--- src/rtl/pt16_pkg.sv ---
package pt16_pkg;
  localparam int VA_W    = 48;
  localparam int DESC_W  = 64;
  localparam int LVL_W   = 2;
  localparam int IDX_W   = 11;
  localparam int ENT_SH  = 3;
  localparam int TBL_SH  = 12;
  localparam int BLK_SH  = 25;
  localparam int PG_SH   = 14;
  localparam int BLK_CSH = 30;
  localparam int PG_CSH  = 21;
  localparam int CONT_B  = 52;
  localparam logic [LVL_W-1:0] LAST_LVL = 2'd3;

  typedef enum logic [2:0] {
    ST_IDLE, ST_ISSUE, ST_WAIT, ST_DECODE, ST_DONE
  } walk_st_e;

  function automatic logic [IDX_W-1:0] lvl_index(input logic [VA_W-1:0] va,
                                                 input logic [LVL_W-1:0] lvl);
    case (lvl)
      2'd0:    return {{(IDX_W-1){1'b0}}, va[47]};
      2'd1:    return va[46:36];
      2'd2:    return va[35:25];
      default: return va[24:14];
    endcase
  endfunction

  function automatic logic desc_ok(input logic [DESC_W-1:0] d,
                                   input logic [LVL_W-1:0] lvl);
    return (lvl == LAST_LVL) ? (d[0] & d[1]) : d[0];
  endfunction

  function automatic logic desc_is_leaf(input logic [DESC_W-1:0] d,
                                        input logic [LVL_W-1:0] lvl);
    case (lvl)
      2'd2:    return ~d[1];
      2'd3:    return 1'b1;
      default: return 1'b0;
    endcase
  endfunction

  function automatic int out_shift(input logic [LVL_W-1:0] lvl);
    return (lvl == LAST_LVL) ? PG_SH : BLK_SH;
  endfunction

  function automatic int mask_shift(input logic [DESC_W-1:0] d,
                                    input logic [LVL_W-1:0] lvl);
    if (d[CONT_B]) return (lvl == LAST_LVL) ? PG_CSH : BLK_CSH;
    return out_shift(lvl);
  endfunction

  function automatic logic may_write(input logic [DESC_W-1:0] d,
                                     input logic stage2);
    return stage2 ? (d[7] & d[6]) : ~d[7];
  endfunction
endpackage

--- src/rtl/pt16_addr.sv ---
module pt16_addr import pt16_pkg::*; (
  input  logic [VA_W-1:0]  table_base,
  input  logic [VA_W-1:0]  va,
  input  logic [LVL_W-1:0] lvl,
  output logic [VA_W-1:0]  rd_addr
);
  localparam int PAD_W = VA_W - IDX_W - ENT_SH;

  logic [IDX_W-1:0] idx;

  always_comb begin
    idx     = lvl_index(va, lvl);
    rd_addr = table_base + {{PAD_W{1'b0}}, idx, {ENT_SH{1'b0}}};
  end
endmodule

--- src/rtl/pt16_decode.sv ---
module pt16_decode import pt16_pkg::*; (
  input  logic [DESC_W-1:0] desc,
  input  logic [LVL_W-1:0]  lvl,
  input  logic [VA_W-1:0]   va,
  input  logic              stage2,
  output logic              ok,
  output logic              leaf,
  output logic [VA_W-1:0]   next_base,
  output logic [VA_W-1:0]   leaf_pa,
  output logic [VA_W-1:0]   leaf_mask,
  output logic              wr
);
  logic [VA_W-1:0] out_keep;

  always_comb begin
    ok        = desc_ok(desc, lvl);
    leaf      = desc_is_leaf(desc, lvl);
    next_base = {desc[VA_W-1:TBL_SH], {TBL_SH{1'b0}}};
    out_keep  = {VA_W{1'b1}} << out_shift(lvl);
    leaf_pa   = (desc[VA_W-1:0] & out_keep) | (va & ~out_keep);
    leaf_mask = {VA_W{1'b1}} << mask_shift(desc, lvl);
    wr        = may_write(desc, stage2);
  end
endmodule

--- src/rtl/pt16_walker.sv ---
module pt16_walker import pt16_pkg::*; (
  input  logic              clk,
  input  logic              rst_n,
  input  logic              req_valid,
  output logic              req_ready,
  input  logic [VA_W-1:0]   req_va,
  input  logic [VA_W-1:0]   req_base,
  input  logic              req_stage2,
  output logic              mem_req_valid,
  input  logic              mem_req_ready,
  output logic [VA_W-1:0]   mem_addr,
  input  logic              mem_rsp_valid,
  input  logic [DESC_W-1:0] mem_rsp_data,
  output logic              done,
  output logic              fault,
  output logic [LVL_W-1:0]  end_level,
  output logic [VA_W-1:0]   out_pa,
  output logic [VA_W-1:0]   page_mask,
  output logic              writable
);
  localparam logic [VA_W-1:0] M_PG   = {VA_W{1'b1}} << PG_SH;
  localparam logic [VA_W-1:0] M_PGC  = {VA_W{1'b1}} << PG_CSH;
  localparam logic [VA_W-1:0] M_BLK  = {VA_W{1'b1}} << BLK_SH;
  localparam logic [VA_W-1:0] M_BLKC = {VA_W{1'b1}} << BLK_CSH;

  walk_st_e          state;
  logic [LVL_W-1:0]  lvl_q;
  logic [VA_W-1:0]   va_q;
  logic [VA_W-1:0]   tbl_q;
  logic              s2_q;
  logic [DESC_W-1:0] desc_q;

  logic              d_ok, d_leaf, d_wr;
  logic [VA_W-1:0]   d_next, d_pa, d_mask;

  // named internal events
  logic accept_req, rd_fire, rsp_take, walk_end, descend;

  assign req_ready     = (state == ST_IDLE);
  assign mem_req_valid = (state == ST_ISSUE);
  assign done          = (state == ST_DONE);
  assign accept_req    = req_valid & req_ready;
  assign rd_fire       = mem_req_valid & mem_req_ready;
  assign rsp_take      = (state == ST_WAIT) & mem_rsp_valid;
  assign walk_end      = (state == ST_DECODE) & (~d_ok | d_leaf);
  assign descend       = (state == ST_DECODE) & d_ok & ~d_leaf;

  pt16_addr u_addr (
    .table_base (tbl_q),
    .va         (va_q),
    .lvl        (lvl_q),
    .rd_addr    (mem_addr)
  );

  pt16_decode u_dec (
    .desc      (desc_q),
    .lvl       (lvl_q),
    .va        (va_q),
    .stage2    (s2_q),
    .ok        (d_ok),
    .leaf      (d_leaf),
    .next_base (d_next),
    .leaf_pa   (d_pa),
    .leaf_mask (d_mask),
    .wr        (d_wr)
  );

  always_ff @(posedge clk or negedge rst_n) begin
    if (!rst_n) begin
      state  <= ST_IDLE;
      lvl_q  <= '0;
      va_q   <= '0;
      tbl_q  <= '0;
      s2_q   <= 1'b0;
      desc_q <= '0;
    end else begin
      case (state)
        ST_IDLE: if (accept_req) begin
          va_q  <= req_va;
          tbl_q <= req_base;
          s2_q  <= req_stage2;
          lvl_q <= '0;
          state <= ST_ISSUE;
        end
        ST_ISSUE: if (rd_fire) state <= ST_WAIT;
        ST_WAIT: if (rsp_take) begin
          desc_q <= mem_rsp_data;
          state  <= ST_DECODE;
        end
        ST_DECODE: begin
          if (descend) begin
            tbl_q <= d_next;
            lvl_q <= lvl_q + 2'd1;
            state <= ST_ISSUE;
          end else begin
            state <= ST_DONE;
          end
        end
        default: state <= ST_IDLE;
      endcase
    end
  end

  always_ff @(posedge clk or negedge rst_n) begin
    if (!rst_n) begin
      fault     <= 1'b0;
      end_level <= '0;
      out_pa    <= '0;
      page_mask <= '0;
      writable  <= 1'b0;
    end else if (walk_end) begin
      fault     <= ~d_ok;
      end_level <= lvl_q;
      out_pa    <= d_ok ? d_pa   : '0;
      page_mask <= d_ok ? d_mask : '0;
      writable  <= d_ok & d_wr;
    end
  end

  AST_DONE_ONE_CYCLE: assert property (@(posedge clk) disable iff (!rst_n)
    done |=> !done);
  AST_ACCEPT_BUSY: assert property (@(posedge clk) disable iff (!rst_n)
    accept_req |=> (!req_ready && !done));
  AST_READ_HELD: assert property (@(posedge clk) disable iff (!rst_n)
    (mem_req_valid && !mem_req_ready) |=> (mem_req_valid && $stable(mem_addr)));
  AST_LEAF_DEEP: assert property (@(posedge clk) disable iff (!rst_n)
    (done && !fault) |-> (end_level >= 2'd2));
  AST_NO_DESCEND_LAST: assert property (@(posedge clk) disable iff (!rst_n)
    descend |-> (lvl_q != LAST_LVL));
  AST_MASK_LEGAL: assert property (@(posedge clk) disable iff (!rst_n)
    (done && !fault) |-> (page_mask == M_PG || page_mask == M_PGC ||
                          page_mask == M_BLK || page_mask == M_BLKC));
  AST_FAULT_QUIET: assert property (@(posedge clk) disable iff (!rst_n)
    (done && fault) |-> (!writable && page_mask == '0));
endmodule

--- config.mk ---
export PLATFORM = sky130hd
export DESIGN_NAME = pt16_walker
export DESIGN_NICKNAME = d
export VERILOG_FILES = /design/src/rtl/pt16_pkg.sv /design/src/rtl/pt16_addr.sv /design/src/rtl/pt16_decode.sv /design/src/rtl/pt16_walker.sv
export SDC_FILE = /design/constraint.sdc
export NUM_CORES = 1
export LEC_CHECK = 0
export ABC_AREA = 1
export BUFFER_PORTS_ARGS = -buffer_cell sky130_fd_sc_hd__buf_2
export CORE_ASPECT_RATIO = 1.1
export CORE_MARGIN = 3
export CORE_UTILIZATION = 30
export DETAILED_ROUTE_END_ITERATION = 8
export PLACE_DENSITY_LB_ADDON = 0.1
export SETUP_SLACK_MARGIN = 0.05
export SYNTH_ARGS = -nofsm -noshare
export SYNTH_HDL_FRONTEND = slang
export SYNTH_SLANG_ARGS = --single-unit
--- constraint.sdc ---
create_clock -name clk -period 6.3 [get_ports clk]
set_input_delay 0.945 -clock clk [delete_from_list [all_inputs] [get_ports clk]]
set_output_delay 0.945 -clock clk [all_outputs]
set_load 0.005 [all_outputs]
After elaboration in Yosys (flattened, before gate mapping)
Cells that the tools add are included.
{"block": "word_totals", "elab_cells": 73, "inputBits": 166, "reg_bits": 255, "output_inout_bits": 151}
{"block": "classes", "muxes": 22, "bitwise": 18, "n_addsub": 2, "reduce_logical": 7, "shift": 2, "n_eq_ne": 11}
{"cell": "$mux 48", "count": 4}
{"cell": "$and 48x48->48", "count": 2}
{"cell": "$pmux 48 s2", "count": 1}
{"cell": "$add 48x14->48", "count": 1}
{"cell": "$not 48->48", "count": 1}
{"cell": "$or 48x48->48", "count": 1}
{"cell": "$shl 48x32->48 const A", "count": 1}
{"cell": "$shl 48x5->48 const A", "count": 1}
{"cell": "$pmux 11 s3", "count": 1}
{"cell": "$mux 32", "count": 1}
{"cell": "$mux 3", "count": 4}
{"cell": "$pmux 3 s4", "count": 1}
{"cell": "$mux 5", "count": 2}
{"cell": "$and 1x1->1", "count": 9}
{"cell": "$eq 3x2->1 const B", "count": 2}
{"cell": "$reduce_and 3->1", "count": 2}
{"cell": "$eq 2x2->1 const B", "count": 2}
{"cell": "$mux 2", "count": 2}
{"cell": "$mux 4", "count": 1}
{"cell": "$ne 2x1->1 const B", "count": 2}
{"cell": "$ne 2x2->1 const B", "count": 2}
{"cell": "$not 1->1", "count": 4}
{"cell": "$pmux 2 s2", "count": 1}
{"cell": "$reduce_and 2->1", "count": 2}
{"cell": "10 further kinds", "count": 12}

Logic depth before layout (Yosys ltp)
{"block": "depth", "word_depth": 7, "ltp_mapped": 19, "ltp_nobuf": 18}

Hierarchy
From an unflattened synthesis, not the netlist that was laid out.
{"block": "unflattened", "hier_cells": 1972, "area_unflattened_um2": 14624.0}
{"mod": "pt16_walker", "cells_per_inst": 1319, "n_inst": 1, "seq_area_each_um2": 6656.4, "area_per_inst_um2": 11031.8}
{"mod": "pt16_addr", "cells_per_inst": 461, "n_inst": 1, "seq_area_each_um2": 0.0, "area_per_inst_um2": 2322.2}
{"mod": "pt16_decode", "cells_per_inst": 192, "n_inst": 1, "seq_area_each_um2": 0.0, "area_per_inst_um2": 1270.0}

Worst setup path before layout
No wires, ideal clock.
{"block": "synth_path", "kind": "flip-flop to output port", "start": "reg lvl_q[0]", "end": "out mem_addr[23]", "n_path_buf": 2, "path_stages_with_launch": 17, "slack_ns": 2.562, "t_required_ns": 5.355, "arrival_ns": 2.793, "path_cell_list": "dfrtp_1 > ha_1 > buf_2 > inv_2 > clkbuf_1 > nor2_1 > a31oi_1 > ha_1 > inv_1 > fa_1 > inv_1 > nand3_1 > nand3_1 > nand3_1 > nand3_1 > nand2_1 > xor2_1"}
{"block": "synth_via", "elab_chain_len": 3, "elab_cells_between_ends": 5, "classes_between": "add/sub (1); eq/ne (2); mux (1); reduce/logical (1)"}
{"element": "start: declaration", "line_no": "pt16_walker.sv:27", "rtl": "logic [LVL_W-1:0] lvl_q;"}
{"element": "start signal: assignment", "line_no": "pt16_walker.sv:93", "rtl": "lvl_q <= lvl_q + 2'd1;"}
{"element": "$eq 2x2->1, or another cell as far along", "line_no": "pt16_pkg.sv:21", "rtl": "case (lvl)"}
{"element": "$pmux 11 s3 (*)", "line_no": "pt16_pkg.sv:21"}
{"element": "$add 48x14->48 (*)", "line_no": "pt16_addr.sv:13", "rtl": "rd_addr = table_base + {{PAD_W{1'b0}}, idx, {ENT_SH{1'b0}}};"}
{"element": "end: declaration", "line_no": "pt16_walker.sv:11", "rtl": "output logic [VA_W-1:0] mem_addr,"}
Mark *: on every way between the ends. The rest lies on a longest branch, timed or not.

Worst setup path after layout
{"block": "layout_path", "start": "reg lvl_q[0]", "end": "out mem_addr[15]"}
The elaborated chain is that of the path after synthesis.

==> summary.md <==
| Metric | Value |
|---|---|
| Status | finished clean |
| Static Leak | 7.23 nW |
| Compound-gate portion of the synthesized area | 0.122 |
| Power share of the combinational group | 0.396 |
| Post-Place Cell Area | about 12,000 um2 |
| Switching power | about 0.0026 W |
| Internal power | about 0.0038 W |
| Minimum clock period | around 5200 ps |
| Hpwl dp | 27,200 um |
| Setup bufs post-CTS | 0 |
| Setup WS post-layout | around 1100 ps |
| Post-route clock skew | between 10 and 15 ps |
| N_diodes | 0 |
| Grt ovf | 0 |
| CTS Buf Count | 26 |
| Number of synthesized flops with an enable pin | 0 |
| Crit path required time | about 5400 ps |
| Fill cells | 3,755 |
| Final non-filler cell total | slightly above 2,000 |
| Fin nets | ~1,800 |
| Vias in the first global route | about 9,500 |
| DP Cell Count | 2,028 |
| Yosys warns | 0 |
| Initial Utilization | 0.308 |
| DR vias | between 9,000 and 10,000 |
| Syn-to-layout area delta | 22.9% |
| Clk sinks | approximately 210 |
| CTS tree | done |
| Seq/Total Area, Yosys | 0.481 |
| FF+latch area | between 5000 and 6000 um2 |
| Wire length per cell | 17.7 um |
| Initial DRC count | about 530 |
| Die area | approximately 38,000 um2 |
| Total GRT Usage | 0.188 |
| Multi-input logic area | between 4000 and 5000 um2 |
| Top-area cell type share of the netlist area | 0.481 |
| Share of layout cells above drive strength 1 | 0.224 |
| Largest family of logic cells by synthesized area | simple AND/OR/NAND/NOR gates |
| Initial antenna violation count | 1 |
| CTS max path bufs | 3 |
| Least-Margin Pin Slew | approximately 970 ps |
| Max Clock Freq | between 150 and 200 MHz |
| Synth area leader | dfrtp_1 |
| Core area | about 35,000 um2 |
| DR pass1 iterations | 5 |
| Post-synth cell types | 33 |
| Clock power frac | 0.239 |
| Async set or reset register ratio after synthesis | 1.00 |
| Synth Area in XOR/XNOR | 0.0181 |
| Hold-fix buffers at CTS | 0 |
| Worst slew margin | 0.354 |
| GRT met1 Usage | 0.275 |
| Final Hold Fails | 0 |
| H-tree levels | 1 |
| Number of port buffers | between 200 and 300 |
| Sw Share | 0.409 |
| Pre-CTS setup slack | 1620 ps |
| Seq pwr share | 0.364 |
| Critical path class | flip-flop to primary output |
| CP max FO | 12 |
| CP Launch Type | flip-flop |
| Post-Synth Simple-Gate Area | 0.253 |
| Synth top area cells | dfrtp_1 48%, nand2_1 17%, o21ai_0 5.1% |
| Largest net degree at the start of global routing | ~120 |
| Unrepaired setup endpoints after global routing | no |
| CP startpoint | lvl_q[0]$_DFFE_PN0P_ |
| Final Util | 0.379 |
| Die width | 186 um |
| Post-CTS resize count | 0 |
| Pins Over Slew Limit | 0 |
| Global-route wire length before repair | around 55,000 um |
| Final Wtd Congestion | about 0.90 |
| Antenna Nets Post-Route | 0 |
| Design area | 13,100 um2 |
| #FFs+latches synth | between 200 and 250 |
| VDD IR max | approximately 0.00022 V |
| # rows | 71 |
| Mean Syn Cell Area | 7.72 um2 |
| Die H | ~200 um |
| Post-synthesis adder-cell area fraction | 0.0265 |
| Drt via density | 4.65 |
| Post-synthesis mux area share | 0 |
| Gr busiest metal | met2 |
| Synthesized Nets | 1,570 |
| Post-Syn Instances | about 1,400 |
| Clk_lat worst skew | ~530 ps |
| Met3 usage | 0.0329 |
| Clock transition at path regs | around 60 ps |
| PwrDens | approximately 490 nW/um2 |
| Number of max-cap violations | 0 |
| Root Driver | clkbuf_16 |
| Worst Path Arrival | 4240 ps |
| Post-Syn Area | roughly 11,000 um2 |
| WL final | 36,600 um |
| GR met2 Demand/Resource | 0.294 |
| Residual DRC | 0 |
| Period utilisation layout | 0.822 |
| CP Capture Type | primary output |
| Reg-to-reg startpoint | lvl_q[0]$_DFFE_PN0P_ |
| Top FF cell, synth | dfrtp_1 |
| Io pins | around 320 |
| Setup TNS | 0 ps |
| Worst hold path type | input pin to asynchronous set/reset pin |
| Endpoints failing setup | 0 |
worst max-delay path, cell delays in order (launching register included):
cell and delay (ps):
dfrtp_1 420, inv_1 170, ha_1 540, nand2_1 110, a31oi_1 350, ha_1 330, inv_1 80, fa_1 410
inv_1 120, nand3_1 80, nand3_1 200, nand3_1 100, nand3_1 340, xor2_1 290, buf_2 170
layout make-up:
cell class	count	share of cell area
clock buffer	37	0.0597
clock inverter	10	0.00839
inverter	134	0.0383
multi-input combinational	948	0.343
sequential	205	0.391
tap	438	0.0418
timing repair buffer	303	0.118
state kept, by name, indices dropped and copies added (netlist names):
name,flops
out_pa,48
tbl_q,48
va_q,48
desc_q,41
page_mask,10
state,3
end_level,2
lvl_q,2
fault,1
s2_q,1
writable,1
cells in the final DEF (no fill, tap or decap), types with 2 or more instances in the layout:
| cell | count |
|---|---|
| a21oi_1 | 48 |
| a221o_1 | 10 |
| a22o_1 | 26 |
| buf_2 | 292 |
| buf_4 | 10 |
| bufinv_16 | 2 |
| clkbuf_1 | 3 |
| clkbuf_16 | 27 |
| clkbuf_8 | 7 |
| clkinv_2 | 5 |
| dfrtp_1 | 205 |
| ha_1 | 21 |
| inv_1 | 128 |
| inv_2 | 6 |
| nand2_1 | 489 |
| nand3_1 | 49 |
| nand3b_1 | 2 |
| nand4_1 | 11 |
| nor2_1 | 94 |
| nor2_2 | 4 |
| nor2_4 | 2 |
| nor3_1 | 21 |
| o21ai_0 | 108 |
| o21ai_1 | 29 |
| o21ai_2 | 2 |
| xor2_1 | 21 |
synth_stat cells, types with 3 or more instances:
cell,instances
nor3_1,21
a21oi_1,48
nor2_2,3
nand4_1,11
nand2_1,489
clkbuf_1,34
buf_2,10
inv_2,6
dfrtp_1,205
xor2_1,21
a221o_1,10
nor2_1,95
nand3_1,51
inv_1,128
buf_4,48
a22o_1,26
o21ai_1,29
ha_1,21
o21ai_0,108
power groups by stage:
stage | logic (W) | clock network (W) | registers, W
after floorplan | 0.00164 | 0 | 0.00224
after global placement | 0.00258 | 0 | 0.00235
after detailed placement | 0.00261 | 0 | 0.00236
after CTS | 0.00262 | 0.00159 | 0.00234
after global routing | 0.00292 | 0.00164 | 0.00242
final | 0.00255 | 0.00154 | 0.00234
path summary, 6_finish.rpt:
path,endpoint,slack (ps),cells past startpoint
max,mem_addr[15],1120,14
min,tbl_q[2]$_DFFE_PN0P_,460,1
max reg2reg,out_pa[30]$_DFFE_PN0P_,3380,10
min reg2reg,page_mask[30]$_DFFE_PN0P_,470,2
max in group asynchronous,desc_q[31]$_DFFE_PN0P_,4550,2
min in group clk,page_mask[30]$_DFFE_PN0P_,470,2
cells by family after synthesis:
group / Yosys count
simple gates: 677
xor+xnor: 22
fa+ha+maj: 22
buf+inv: 229
compound gates: 227
flops: 205
routing by layer:
metal  wire [um]  up-vias
li1            -     4825
met1       17400     4533
met2       16500      251
met3        2100       37
met4         614        2
met5          13        -
stage by stage:
stage	power (W)	hold slack [ps]
global route	0.00699	486
detailed placement	0.00497	457
global placement	0.00494	454
CTS	0.00654	472
floorplan	0.00388	442
finish	0.00644	455
Power figures use the tool's default switching activity.
